$ cat src/rtl/wdt_pkg.sv
package wdt_pkg;

  typedef enum logic [1:0] {
    UNIT_FAST     = 2'b00,
    UNIT_MID      = 2'b01,
    UNIT_SLOW     = 2'b10,
    UNIT_SLOW_ALT = 2'b11
  } wdt_unit_e;

  localparam logic ADDR_COUNT   = 1'b0;
  localparam logic ADDR_CTRL    = 1'b1;
  localparam int   FLAG_BIT     = 2;
  localparam int   NUM_STAGES   = 3;

  // prescaler stage whose tick drives the counter for a given unit code
  function automatic int stage_of_unit(input logic [1:0] code);
    case (code)
      UNIT_FAST: return 0;
      UNIT_MID:  return 1;
      default:   return 2;
    endcase
  endfunction

  // division ratio of one stage of the chain
  function automatic int stage_ratio(input int idx, input int d0, input int d1, input int d2);
    if (idx == 0) return d0;
    if (idx == 1) return d1;
    return d2;
  endfunction

  function automatic int ratio_width(input int ratio);
    return (ratio > 1) ? $clog2(ratio) : 1;
  endfunction

endpackage

$ cat src/rtl/wdt_prescaler.sv
module wdt_prescaler
  import wdt_pkg::*;
#(
  parameter int TICK_DIV = 480000,
  parameter int SEC_DIV  = 100,
  parameter int MIN_DIV  = 60
) (
  input  logic                  clk,
  input  logic                  rst_n,
  input  logic                  phase_clr,
  output logic [NUM_STAGES-1:0] stage_tick
);

  logic stage_en [NUM_STAGES+1];

  assign stage_en[0] = 1'b1;

  for (genvar i = 0; i < NUM_STAGES; i++) begin : g_stage
    localparam int RATIO = stage_ratio(i, TICK_DIV, SEC_DIV, MIN_DIV);
    localparam int W     = ratio_width(RATIO);

    logic [W-1:0] phase;
    logic         at_end;

    assign at_end          = (phase == W'(RATIO - 1));
    assign stage_en[i+1]   = stage_en[i] & at_end;
    assign stage_tick[i]   = stage_en[i+1];

    always_ff @(posedge clk) begin
      if (!rst_n) begin
        phase <= '0;
      end else if (phase_clr) begin
        phase <= '0;
      end else if (stage_en[i]) begin
        phase <= at_end ? '0 : phase + 1'b1;
      end
    end
  end

endmodule

$ cat src/rtl/wdt_countdown.sv
module wdt_countdown #(
  parameter int CNT_W = 8
) (
  input  logic             clk,
  input  logic             rst_n,
  input  logic             load,
  input  logic [CNT_W-1:0] load_val,
  input  logic             unit_tick,
  input  logic             clr_flag,
  output logic [CNT_W-1:0] cnt,
  output logic             flag,
  output logic             expire_evt
);

  localparam logic [CNT_W-1:0] ONE = CNT_W'(1);

  logic running;
  logic disable_wr;

  assign running    = (cnt != '0);
  assign disable_wr = load && (load_val == '0);
  assign expire_evt = !load && unit_tick && (cnt == ONE);

  always_ff @(posedge clk) begin
    if (!rst_n) begin
      cnt <= '0;
    end else if (load) begin
      cnt <= load_val;
    end else if (unit_tick && running) begin
      cnt <= cnt - ONE;
    end
  end

  always_ff @(posedge clk) begin
    if (!rst_n) begin
      flag <= 1'b0;
    end else if (expire_evt) begin
      flag <= 1'b1;
    end else if (disable_wr || clr_flag) begin
      flag <= 1'b0;
    end
  end

endmodule

$ cat src/rtl/wdt_regs.sv
module wdt_regs
  import wdt_pkg::*;
#(
  parameter int CNT_W = 8
) (
  input  logic             clk,
  input  logic             rst_n,
  input  logic             we,
  input  logic             addr,
  input  logic [CNT_W-1:0] wdata,
  input  logic [CNT_W-1:0] cnt,
  input  logic             flag,
  output logic [1:0]       unit,
  output logic             load,
  output logic [CNT_W-1:0] load_val,
  output logic             clr_flag,
  output logic             phase_clr,
  output logic [CNT_W-1:0] rdata
);

  logic ctrl_wr;
  logic unit_change;

  assign ctrl_wr     = we && (addr == ADDR_CTRL);
  assign load        = we && (addr == ADDR_COUNT);
  assign load_val    = wdata;
  assign unit_change = ctrl_wr && (wdata[1:0] != unit);
  assign clr_flag    = ctrl_wr && wdata[FLAG_BIT];
  assign phase_clr   = load || unit_change;

  always_ff @(posedge clk) begin
    if (!rst_n) begin
      unit <= UNIT_FAST;
    end else if (ctrl_wr) begin
      unit <= wdata[1:0];
    end
  end

  always_comb begin
    rdata = '0;
    if (addr == ADDR_COUNT) begin
      rdata = cnt;
    end else begin
      rdata[1:0]      = unit;
      rdata[FLAG_BIT] = flag;
    end
  end

endmodule

$ cat src/rtl/wdt_timebase.sv
module wdt_timebase
  import wdt_pkg::*;
#(
  parameter int CNT_W    = 8,
  parameter int TICK_DIV = 480000,
  parameter int SEC_DIV  = 100,
  parameter int MIN_DIV  = 60
) (
  input  logic             clk,
  input  logic             rst_n,
  input  logic             reg_we,
  input  logic             reg_addr,
  input  logic [CNT_W-1:0] reg_wdata,
  output logic [CNT_W-1:0] reg_rdata,
  output logic             wdt_n
);

  logic [NUM_STAGES-1:0] stage_tick;
  logic [1:0]            unit;
  logic                  load;
  logic [CNT_W-1:0]      load_val;
  logic                  clr_flag;
  logic                  phase_clr;
  logic                  unit_tick;
  logic [CNT_W-1:0]      cnt;
  logic                  flag;
  logic                  expire_evt;

  wdt_prescaler #(
    .TICK_DIV (TICK_DIV),
    .SEC_DIV  (SEC_DIV),
    .MIN_DIV  (MIN_DIV)
  ) u_prescaler (
    .clk        (clk),
    .rst_n      (rst_n),
    .phase_clr  (phase_clr),
    .stage_tick (stage_tick)
  );

  assign unit_tick = stage_tick[stage_of_unit(unit)];

  wdt_regs #(
    .CNT_W (CNT_W)
  ) u_regs (
    .clk       (clk),
    .rst_n     (rst_n),
    .we        (reg_we),
    .addr      (reg_addr),
    .wdata     (reg_wdata),
    .cnt       (cnt),
    .flag      (flag),
    .unit      (unit),
    .load      (load),
    .load_val  (load_val),
    .clr_flag  (clr_flag),
    .phase_clr (phase_clr),
    .rdata     (reg_rdata)
  );

  wdt_countdown #(
    .CNT_W (CNT_W)
  ) u_countdown (
    .clk        (clk),
    .rst_n      (rst_n),
    .load       (load),
    .load_val   (load_val),
    .unit_tick  (unit_tick),
    .clr_flag   (clr_flag),
    .cnt        (cnt),
    .flag       (flag),
    .expire_evt (expire_evt)
  );

  assign wdt_n = !flag;

endmodule

$ cat config.mk
export PLATFORM = sky130hd
export DESIGN_NAME = wdt_timebase
export DESIGN_NICKNAME = d
export VERILOG_FILES = /design/src/rtl/wdt_pkg.sv /design/src/rtl/wdt_prescaler.sv /design/src/rtl/wdt_countdown.sv /design/src/rtl/wdt_regs.sv /design/src/rtl/wdt_timebase.sv
export SDC_FILE = /design/constraint.sdc
export NUM_CORES = 1
export LEC_CHECK = 0
export CORE_UTILIZATION = 50
export CTS_CLUSTER_DIAMETER = 30
export CTS_CLUSTER_SIZE = 12
export DETAILED_ROUTE_END_ITERATION = 8
export DONT_BUFFER_PORTS = 1
export GPL_ROUTABILITY_DRIVEN = 0
export SLEW_MARGIN = 20
export SYNTH_ARGS = -nofsm -noshare
export SYNTH_HDL_FRONTEND = slang
export SYNTH_HIERARCHICAL = 1
export SYNTH_SLANG_ARGS = --single-unit
$ cat constraint.sdc
create_clock -name clk -period 4.2 [get_ports clk]
set_input_delay 0.84 -clock clk [delete_from_list [all_inputs] [get_ports clk]]
set_output_delay 0.84 -clock clk [all_outputs]
set_load 0.02 [all_outputs]
**Yosys cells after proc, flatten, opt, wreduce, memory -nomap -nowiden**

Cells that the tools add are included.

- Flip-flop bits (word level): 43
- Input port bits: 12
- Output and inout port bits: 9
- Word-level logic and storage cells: 52

- Add/subtract/negate cells: 4
- $lt $le $gt $ge: 1
- Equality and inequality tests: 6
- Mux-type cells: 12
- Bitwise operators: 4
- Reduce and logical (&&, ||, !) cells: 19

Operator list:

| cell | count |
|---|---|
| < comparator 32 x 4 -> 1 bit (second input constant) | 1 |
| adder 19 x 1 -> 19 bit (second input constant) | 1 |
| == test 19 bit (second input constant) | 1 |
| two-way mux 8 bit | 2 |
| == test 8 x 1 -> 1 bit (second input constant) | 1 |
| logical AND 1 bit | 8 |
| logical NOT 8 bit | 1 |
| nonzero test 8 bit | 1 |
| subtractor 8 x 1 -> 8 bit (second input constant) | 1 |
| adder 7 x 1 -> 7 bit (second input constant) | 1 |
| == test 7 bit (second input constant) | 1 |
| two-way mux 7 bit | 1 |
| adder 6 x 1 -> 6 bit (second input constant) | 1 |
| == test 6 bit (second input constant) | 1 |
| two-way mux 6 bit | 1 |
| two-way mux 5 bit | 1 |
| two-way mux 1 bit | 4 |
| one-hot mux 2 bit (2 select lines) | 1 |
| nonzero test 2 bit | 2 |
| two-way mux 3 bit | 1 |
| OR reduction 3 bit | 1 |
| bitwise AND 1 bit | 2 |
| binary-select mux 1 bit (select 2 bit) | 1 |
| == test 2 x 1 -> 1 bit (second input constant) | 1 |
| 6 further kinds | 9 |

**Depth between registers and ports, before layout**

Gate-level depths: netlist (run 1).

- Depth after elaboration: 9
- Gate-level depth with buffers: 11

**Hierarchy**

The synthesis (run 1) kept the hierarchy.

By module, submodules not included:

| module | times used | cells an instance | area each (µm²) | sequential area each (µm²) |
|---|---|---|---|---|
| wdt_prescaler | 1 | 194 | 1609.0 | 640.6 |
| wdt_countdown | 1 | 71 | 580.6 | 180.2 |
| wdt_regs | 1 | 31 | 264.0 | 40.0 |
| wdt_timebase | 1 | 4 | 22.5 | 0.0 |

**Least setup slack after synthesis (run 1)**

No wires, ideal clock.

- Path kind: register -> register
- From: reg u_prescaler.g_stage[0].phase[0]
- To: reg u_countdown.cnt[7]
- Setup time: 74 ps
- Data arrival time: 3050 ps
- Setup slack: 1076 ps
- Stages on the path, launching flop included: 12
- Path buffers: 2
- Path through: dfxtp_1 ha_1 nand2_1 or4_1 buf_2 nor2_1 buf_4 mux2i_1 o21ai_1 or4b_2 or4_1 a31oi_1

- Cells in the longest elaborated chain, start to end: 8

RTL lines:

| what | line | source |
|---|---|---|
| start, declared | wdt_prescaler.sv:22 | `logic [W-1:0] phase;` |
| start signal, assigned | wdt_prescaler.sv:35 | `phase <= at_end ? '0 : phase + 1'b1;` |
| == test 19 bit (*) | wdt_prescaler.sv:25 | `assign at_end = (phase == W'(RATIO - 1));` |
| named net u_prescaler.g_stage[0].at_end | wdt_prescaler.sv:23 | `logic at_end;` |
| bitwise AND 1 bit (2 in a row) | wdt_prescaler.sv:26 | `assign stage_en[i+1] = stage_en[i] & at_end;` |
| binary-select mux 1 bit (select 2 bit) (*) | wdt_timebase.sv:40 | `assign unit_tick = stage_tick[stage_of_unit(unit)];` |
| two-way mux 1 bit (not written as such) (*) (2 in a row) | wdt_timebase.sv:40 |  |
| named net unit_tick | wdt_timebase.sv:24 | `logic unit_tick;` |
| logical AND 1 bit (*) | wdt_countdown.sv:29 | `end else if (unit_tick && running) begin` |
| nonzero test 2 bit (no line) (*) | - |  |
| end signal, assigned | wdt_countdown.sv:28 | `cnt <= load_val;` |
| end signal, assigned | wdt_countdown.sv:30 | `cnt <= cnt - ONE;` |
| end, declared | wdt_countdown.sv:10 | `output logic [CNT_W-1:0] cnt,` |

The timed path passes the listed nets; every way through them passes the cells marked *. The select of a mux whose other input is x is not followed.
A chain may end at the register's enable or synchronous reset.

**Final worst setup path (run 1)**

- From: reg u_prescaler.g_stage[0].phase[0]
- To: reg u_countdown.cnt[7]

- Cells in the longest elaborated chain, start to end: 8

RTL lines:

| what | line | source |
|---|---|---|
| == test 19 bit (*) | wdt_prescaler.sv:25 |  |
| named net stage_tick[0] | wdt_timebase.sv:18 | `logic [NUM_STAGES-1:0] stage_tick;` |
| bitwise AND 1 bit (2 in a row) | wdt_prescaler.sv:26 |  |
| binary-select mux 1 bit (select 2 bit) (*) | wdt_timebase.sv:40 |  |
| two-way mux 1 bit (not written as such) (*) (2 in a row) | wdt_timebase.sv:40 |  |
| named net unit_tick | wdt_timebase.sv:24 |  |
| logical AND 1 bit (*) | wdt_countdown.sv:29 |  |
| nonzero test 2 bit (no line) (*) | - |  |

Marked as above.

==> out/metrics.cfg, run 1 <==
[outcome]
status=finished, final reports clean

[detailed_routing]
routed_wl_mm=5.19
viasPerCell=5.89
vias=2086
drtAntennaViolNets=0
drtPass1Iterations=4
drc=0
drtIter0Drc=161
wl_per_cell_um=14.7

[yosys]
synth_ff_type=dfxtp_1
yosysWarningCount=6
syn_area_um2=2480
syn_nets=318
synthDistinctLibCells=55
async_flop_share=0
ys_ff_latch=43
syn_area_per_cell_um2=8.25
synth-seq-area-share=0.348
synthCells=300
synth-edff-count=0

[floorplan]
rows=25
die_h_um=72.4
core_um2=4750
io_pins=21
die-area_um2=5240
start_util=0.521
die_width_um=72.4

[power_and_ir_drop]
pwr_density_cell_nw_per_um2=300
p_leak_uw=0.000807
report.power.total_uw=763
irDropWorstVdd_mv=0.209

[clock_tree]
post_cts_buffers=0
htreeDepth=2
cts.path.max_buffers=2
cts_tree=yes
cts_root_buf=clkbuf_8
numCtsBuffers=5
hold_buffers=0
cts_resized=0
cts.sinks=43
path_clk_slew_ns=0.08
clock_latency_ns=0.29

[setup_path]
crit_arrival_ns=3.71
critPathRequiredTime_ns=4.43
start_kind=flop
end_kind=flop
cp.buffers_inverters=0
critPathKind=flop to flop
cp_top_family=simple AND/OR/NAND/NOR gates
crit_slowest_cell=or4_1
worstPathMaxFanout=10
slowest_delay_ns=0.70
cpMostUsedCell=or4_1
path_cells=ha_1 -> nand2_1 -> or4_1 -> nor2_1 -> mux2i_1 -> o21ai_1 -> or4b_2 -> or4_1 -> a31oi_1

[global_routing]
grt_pass1_vias=1893
use_met3=0.0417
gr-max-usage-layer=met2
grtUsageTotal=0.208
grt_util_met2=0.328
grt_max_degree=19
antenna_found_initial=0
grt.overflow.total=0
grt_pass1_wl_mm=8.67
use_met1=0.289

[timing]
clock.fmax_mhz=287
min_period_over_period=0.829
setup_violations=0
maxSlewHeadroom=0.472
finalHoldViolCount=0
finalMaxSlewViolations=0
finalClockSkew_ns=0.00642
rsz0062_at_grt=no
finalSetupTns_ns=0
whs_ns=0.440
worst_pin_slew_ns=0.790
post-route-min-period_ns=3.48

[placed_design]
port_buffers=0
post-dp-hpwl_mm=3.65
dp_cells=346

[hold_path]
hold_path.class=flop to flop

[job]
drv_cap=0

[finish]
syn2layout_area_growth_pct=2.58
drive_gt1_frac=0.0836
antenna_cells=0
utilization=0.534
nets=304
fin_cells=354

==> path summary, 6_finish.rpt <==
| check | start | end | slack [ns] | cells past startpoint |
|---|---|---|---|---|
| min reg2reg | u_prescaler/g_stage[0].phase[0]$_SDFF_PP0_ | u_prescaler/g_stage[0].phase[0]$_SDFF_PP0_ | 0.44 | 1 |
| max reg2reg | u_prescaler/g_stage[0].phase[0]$_SDFF_PP0_ | u_countdown/cnt[7]$_SDFFE_PN0P_ | 0.72 | 9 |
| max | u_prescaler/g_stage[0].phase[0]$_SDFF_PP0_ | u_countdown/cnt[7]$_SDFFE_PN0P_ | 0.72 | 9 |
| min | u_prescaler/g_stage[0].phase[0]$_SDFF_PP0_ | u_prescaler/g_stage[0].phase[0]$_SDFF_PP0_ | 0.44 | 1 |
==> power by group <==
group / leakage, µW / switching (µW) / internal, µW
sequential: 0.000348 / 8.68 / 414
combinational: 0.000408 / 33.5 / 19.1
clock: 0.0000515 / 137 / 150
total: 0.000807 / 180 / 584
==> stage by stage <==
stage / cell area (µm²) / setup slack, ns
after floorplan: 2480 / 1.08
after global placement: 2440 / 0.884
after detailed placement: 2440 / 0.781
after CTS: 2540 / 0.743
after global routing: 2540 / 0.489
final: 2540 / 0.717
==> placed cells by master (no fill, tap or decap), drive strengths merged, types with 6 or more instances in the layout <==
master | synthesis | layout
dfxtp | 43 | 43
nor2 | 23 | 23
o21ai | 22 | 22
nand2 | 19 | 19
a21oi | 15 | 15
nand3 | 13 | 13
and3 | 11 | 11
inv | 10 | 10
nand4 | 10 | 10
or4 | 9 | 9
a31oi | 9 | 9
clkbuf | 9 | 8
nor3 | 6 | 6
ha | 6 | 6
nor2b | 6 | 6
xnor2 | 6 | 6
xor2 | 6 | 6
==> kinds of logic (layout without fill, tap and decap cells) <==
logic type | after synthesis | count (layout) | synth area share
and+or+nand+nor | 128 | 128 | 0.295
buffers and inverters | 32 | 19 | 0.0667
AOI/OAI and AO/OA | 75 | 75 | 0.201
muxes | 4 | 4 | 0.0177
xor gates and xnor gates | 12 | 12 | 0.0424
DFF | 43 | 43 | 0.348
adders and majority gates | 6 | 6 | 0.0303
==> layer usage <==
layer	up-vias	wire length (µm)	part of all wire
met1	959	2590	0.50
met5	-	0	0
met4	0	57	0.011
li1	1078	-	-
met3	5	237	0.046
met2	44	2300	0.44
==> state kept, by name (all words and copies together) (netlist names) <==
name / cells
u_regs/unit: 2
u_countdown/cnt: 8
u_prescaler/g_stage.phase: 32
u_countdown/flag: 1
==> worst reg2reg max path, cell delays in order, from the launching register on <==
cell and delay (ns):
dfxtp_1 0.35, ha_1 0.22, nand2_1 0.11, or4_1 0.70, nor2_1 0.35, mux2i_1 0.12
o21ai_1 0.38, or4b_2 0.63, or4_1 0.41, a31oi_1 0.16
==> synthesized netlist by cell type (3+ instances only) <==
master	instances	area share
nor3_1	6	0.012
a21oi_1	15	0.030
o211ai_1	4	0.012
or3_1	4	0.010
nor3b_1	4	0.012
nor4_1	3	0.0076
a31oi_1	9	0.023
xor2_1	6	0.021
and3_1	10	0.025
nor2b_1	6	0.015
nand2_1	19	0.029
and4_1	3	0.011
nor4b_1	3	0.011
a32o_1	3	0.012
buf_2	3	0.0061
nand4_1	10	0.025
clkbuf_1	9	0.014
mux2_2	3	0.014
o21ai_0	20	0.040
nor2_1	23	0.035
inv_1	10	0.015
o21a_1	3	0.0091
buf_4	9	0.027
ha_1	6	0.030
xnor2_1	6	0.021
and2_1	4	0.010
nand3_1	12	0.024
dfxtp_1	43	0.35
o31ai_1	4	0.012
or4_1	9	0.027
==> area by class of cell <==
class | instances | area (µm²)
flip-flops and latches | 43 | 861
repair buffers | 1 | 7.51
clock buffers | 8 | 100
multi-input cells | 225 | 1450
inverters | 10 | 37.5
fillers | 475 | 2210
well taps | 67 | 83.8
No activity file was read; power rests on OpenSTA's default activity.
==> run 2: changes to the inputs <==
--- a/config.mk
+++ b/config.mk
@@ -5,6 +5,7 @@
 export SDC_FILE = /design/constraint.sdc
 export NUM_CORES = 1
 export LEC_CHECK = 0
+export ABC_AREA = 1
 export CORE_UTILIZATION = 50
 export CTS_CLUSTER_DIAMETER = 30
 export CTS_CLUSTER_SIZE = 12
==> constraint.sdc (replaced) <==
create_clock -name clk -period 3.65 [get_ports clk]
set_input_delay 0.73 -clock clk [delete_from_list [all_inputs] [get_ports clk]]
set_output_delay 0.73 -clock clk [all_outputs]
set_load 0.02 [all_outputs]
==> run 2 against run 1 <==
Effect of this change:
- final cell count increased by 35%
- die area grew 7.3%
- clock power grew 36%
==> out/metrics.cfg, run 2 <==
[finish]
nets=426
largest_reg_flops=32
regMostFlops=u_prescaler/g_stage.phase
antenna_cells=0
layout_commonest_cell=nand2_1
largestRegisters=u_prescaler/g_stage.phase: 32 flops, u_countdown/cnt: 8 flops, u_regs/unit: 2 flops
layout_common_cells=nand2_1 (101), nor2_1 (71), inv_1 (53), dfxtp_1 (43), nand3_1 (30)
syn2layout_area_growth_pct=3.95
drive_gt1_frac=0.0831
utilization=0.542
fin_cells=479

[placed_design]
dp_cells=471
post-dp-hpwl_mm=4.00
post-place-ws_ns=1.33
port_buffers=0

[hold_path]
hold_path.class=flop to flop

[setup_path]
critPathKind=flop to flop
start_kind=flop
cp.buffers_inverters=3
cp_top_family=simple AND/OR/NAND/NOR gates
slowest_delay_ns=0.36
worstPathMaxFanout=12
crit_arrival_ns=2.55
end_kind=flop
critPathRequiredTime_ns=3.88
cpMostUsedCell=nand2_1
crit_slowest_cell=dfxtp_1
path_cells=ha_1 -> nand2_1 -> inv_2 -> nand3b_4 -> nor2_4 -> nand2_2 -> inv_2 -> inv_1 -> nand2_1 -> nand3_1 -> nand2_1 -> nand2_1 -> nand2_1 -> nand2_1 -> a21oi_1

[floorplan]
rows=26
start_util=0.521
io_pins=21
die_width_um=75.0
die_h_um=75.0
core_um2=5110
die-area_um2=5620

[yosys]
syn_area_um2=2660
yosysWarningCount=6
synthCells=414
syn_nets=432
syn_area_per_cell_um2=6.43

[timing]
setup_ws_ns=1.34
finalHoldViolCount=0
min_period_over_period=0.634
finalSetupTns_ns=0
finalMaxSlewViolations=0
maxSlewHeadroom=0.521
worst_pin_slew_ns=0.717
post-route-min-period_ns=2.31
clock.fmax_mhz=432
rsz0062_at_grt=no
finalClockSkew_ns=0.00677
setup_violations=0

[global_routing]
grt.overflow.total=0
grtUsageTotal=0.207
grt_max_degree=21
antenna_found_initial=0
grt_pass1_wl_mm=8.80
grt_pass1_vias=2078

[clock_tree]
cts_tree=yes
cts.sinks=43
numCtsBuffers=5
clock_latency_ns=0.30
path_clk_slew_ns=0.08
hold_buffers=0
cts_root_buf=clkbuf_8
cts.path.max_buffers=2
post_cts_buffers=0
cts_resized=0
htreeDepth=2

[detailed_routing]
drc=0
vias=2338
drtAntennaViolNets=0
drtIter0Drc=116
routed_wl_mm=5.31
viasPerCell=4.88
wl_per_cell_um=11.1
drtPass1Iterations=4

[power_and_ir_drop]
irDropWorstVdd_mv=0.259
report.power.total_uw=1020
pwr_density_cell_nw_per_um2=370
p_leak_uw=0.00114

[job]
drv_cap=0

[outcome]
status=finished, final reports clean

## run 2: routing by layer
metal | global-route usage | part of all wire
met1 | 0.280 | 0.53
met2 | 0.319 | 0.42
met3 | 0.0442 | 0.033
met4 | 0.0901 | 0.016
met5 | 0 | 0
## run 2: power breakdown
group	internal, µW	switching (µW)	leakage (µW)	total, µW
Combinational	47.6	90.1	0.000733	138
Clock	222	171	0.0000612	392
Sequential	480	13.9	0.000348	494
Total	749	275	0.00114	1020
## run 2: stage by stage
step	instance area [µm²]	hold WS [ns]
2_1_floorplan	2660	0.418
3_3_place_gp	2650	0.427
3_5_place_dp	2650	0.438
4_1_cts	2770	0.458
5_1_grt	2770	0.475
6_report	2770	0.452
## run 2: path summary, 6_finish.rpt
kind	cells after the start	start	to	slack [ns]
setup / recovery	15	u_prescaler/g_stage[0].phase[0]$_SDFF_PP0_	u_countdown/cnt[1]$_SDFFE_PN0P_	1.34
hold / removal	1	u_prescaler/g_stage[0].phase[0]$_SDFF_PP0_	u_prescaler/g_stage[0].phase[0]$_SDFF_PP0_	0.45
setup reg to reg	15	u_prescaler/g_stage[0].phase[0]$_SDFF_PP0_	u_countdown/cnt[1]$_SDFFE_PN0P_	1.34
hold reg to reg	1	u_prescaler/g_stage[0].phase[0]$_SDFF_PP0_	u_prescaler/g_stage[0].phase[0]$_SDFF_PP0_	0.45
## run 2: area by class of cell
| cell class | instances | area, µm² |
|---|---|---|
| Clock buffer | 6 | 82.6 |
| Clock inverter | 2 | 35.0 |
| Fill cell | 554 | 2340 |
| Inverter | 56 | 210 |
| Multi-Input combinational cell | 301 | 1480 |
| Sequential cell | 43 | 861 |
| Tap cell | 70 | 87.6 |
| Timing Repair Buffer | 1 | 7.51 |
==> run 3: changes to the inputs <==
--- a/config.mk
+++ b/config.mk
@@ -12,6 +12,7 @@
 export DETAILED_ROUTE_END_ITERATION = 8
 export DONT_BUFFER_PORTS = 1
 export GPL_ROUTABILITY_DRIVEN = 0
+export PLACE_DENSITY = 0.68
 export SLEW_MARGIN = 20
 export SYNTH_ARGS = -nofsm -noshare
 export SYNTH_HDL_FRONTEND = slang
==> constraint.sdc (replaced) <==
create_clock -name clk -period 2 [get_ports clk]
set_input_delay 0.4 -clock clk [delete_from_list [all_inputs] [get_ports clk]]
set_output_delay 0.4 -clock clk [all_outputs]
set_load 0.02 [all_outputs]
==> run 3 against run 2 <==
Effect of this change:
- first-iteration DRC count up 59%
- via count up 2.7%
- final area up 3.9%
- register-to-register slack worse by 1.2 ns
- count of clock-buffer cells in the layout up 1
- sequential power up 82%
- final cell count up 2.7%
- flip-flop and latch count unchanged
- clock power up 35%
- critical endpoint is now u_countdown/cnt[2]$_SDFFE_PN0P_
- highest routed layer unchanged
==> out/metrics.cfg, run 3 (synthesized netlist as in run 2, its figures left out) <==
[outcome]
status=finished, final reports clean

[placed_design]
port_buffers=0
post-dp-hpwl_mm=4.11

[power_and_ir_drop]
p_int_uw=1220
p_comb_frac=0.160
irDropWorstVdd_mv=0.446
p_sw_frac=0.285
switchingPower_uw=486
clockPowerShare=0.311
pwr_density_cell_nw_per_um2=593
p_seq_frac=0.529
p_leak_uw=0.00122

[detailed_routing]
drc=0
drtIter0Drc=185
drtPass1Iterations=4
routed_wl_mm=5.36
drtAntennaViolNets=0
wl_per_cell_um=10.9
vias=2402
viasPerCell=4.88

[setup_path]
critPathKind=flop to flop
critPathRequiredTime_ns=2.22
worstPathMaxFanout=4
r2r_setup_slack_ns=0.16
start_kind=flop
end_kind=flop
crit_arrival_ns=2.06

[global_routing]
grt_pass1_vias=2095
grt_max_degree=18
grt_pass1_wl_mm=8.94
grt.overflow.total=0
antenna_found_initial=0
grtUsageTotal=0.206

[floorplan]
core_um2=5110
start_util=0.521
die_width_um=75.0
rows=26
die_h_um=75.0
io_pins=21
die-area_um2=5620

[clock_tree]
cts.path.max_buffers=2
clock_latency_ns=0.29
cts_root_buf=clkbuf_8
cts_tree=yes
numCtsBuffers=5
htreeDepth=2
cts.sinks=43
path_clk_slew_ns=0.08

[finish]
drive_gt1_frac=0.128
ff_latch_area_um2=862
layout_commonest_cell=nand2_1
antenna_cells=0
utilization=0.563
layout_common_cells=nand2_1 (97), nor2_1 (70), inv_1 (52), dfxtp_1 (42), nand3_1 (28)
largestRegisters=u_prescaler/g_stage.phase: 32 flops, u_countdown/cnt: 8 flops, u_regs/unit: 2 flops
largest_reg_flops=32
n_fill_cell=518
syn2layout_area_growth_pct=7.99
regMostFlops=u_prescaler/g_stage.phase
multi_input_area_um2=1520
nets=439

[timing]
worst_pin_slew_ns=0.445
post-route-min-period_ns=1.84
finalMaxSlewViolations=0
clock.fmax_mhz=543
min_period_over_period=0.920
maxSlewHeadroom=0.705
setup_violations=0
finalSetupTns_ns=0
finalHoldViolCount=0
finalClockSkew_ns=0.00884

[hold_path]
hold_path.class=input pin to flop

[job]
drv_cap=0

[run 3: cell count changes in the layout (fill, tap and decap cells not counted), moves of 2 or more]
cell,delta
nand2_1,-4
nand3_1,-2
buf_4,+12
nand2_2,+3
clkbuf_1,+2
nand3_2,+2
[run 3: final timing paths]
check                                                                  from                                    endpoint  cells past startpoint
worst max-delay path            u_prescaler/g_stage[0].phase[14]$_SDFF_PP0_             u_countdown/cnt[2]$_SDFFE_PN0P_                     13
worst max register to register  u_prescaler/g_stage[0].phase[14]$_SDFF_PP0_             u_countdown/cnt[2]$_SDFFE_PN0P_                     13
worst min register to register   u_prescaler/g_stage[0].phase[0]$_SDFF_PP0_  u_prescaler/g_stage[0].phase[0]$_SDFF_PP0_                      1
worst min-delay path                                                  rst_n             u_countdown/cnt[5]$_SDFFE_PN0P_                      2
[run 3: repair_timing]
item | CTS | global route
buffers inserted | 0 | 2
resized for setup | 0 | 11
hold buffers | 0 | 0
endpoints found under the setup margin | 0 | 8
[run 3: per-layer routing]
metal | global-route usage | vias up | routed length (µm)
li1 | - | 1305 | -
met5 | 0 | - | 0
met3 | 0.0415 | 8 | 211
met1 | 0.292 | 1051 | 2750
met4 | 0.0650 | 0 | 73
met2 | 0.312 | 38 | 2320
[run 3: power by group through the flow]
stage	combinational [µW]	sequential [µW]	clock [µW]
global route	316	905	586
global placement	255	921	0
finish	273	901	530
CTS	261	901	545
floorplan	229	914	0
detailed placement	261	921	0
[run 3: layout make-up]
type,count,area share
Multi-Input combinational cell,301,0.527
Sequential cell,43,0.300
Inverter,56,0.0731
Timing Repair Buffer,14,0.0409
Tap cell,70,0.0305
Clock buffer,7,0.0266
Clock inverter,1,0.00174
[run 3: worst max-delay path, cell delays in order (launching register included)]
cell and delay (ns):
dfxtp_1 0.40, nand2_1 0.08, nor2_2 0.14, nand3_2 0.12
nor2_4 0.16, buf_4 0.15, inv_1 0.04, nand2_1 0.05
nand3_1 0.07, nand2_2 0.12, inv_2 0.05, nor2_4 0.13
a21boi_0 0.11, a21oi_1 0.14
[run 3: through the flow]
step / worst slack [ns] / cell area [µm²] / hold slack, ns / total power [µW] / cells
finish: 0.159 / 2870 / 0.209 / 1700 / 492
global route: -0.0435 / 2870 / 0.206 / 1810 / 492
CTS: 0.0399 / 2830 / 0.204 / 1710 / 490
detailed placement: 0.0675 / 2740 / 0.438 / 1180 / 482
global placement: 0.151 / 2740 / 0.430 / 1180 / 482
floorplan: 0.151 / 2660 / 0.418 / 1140 / 414
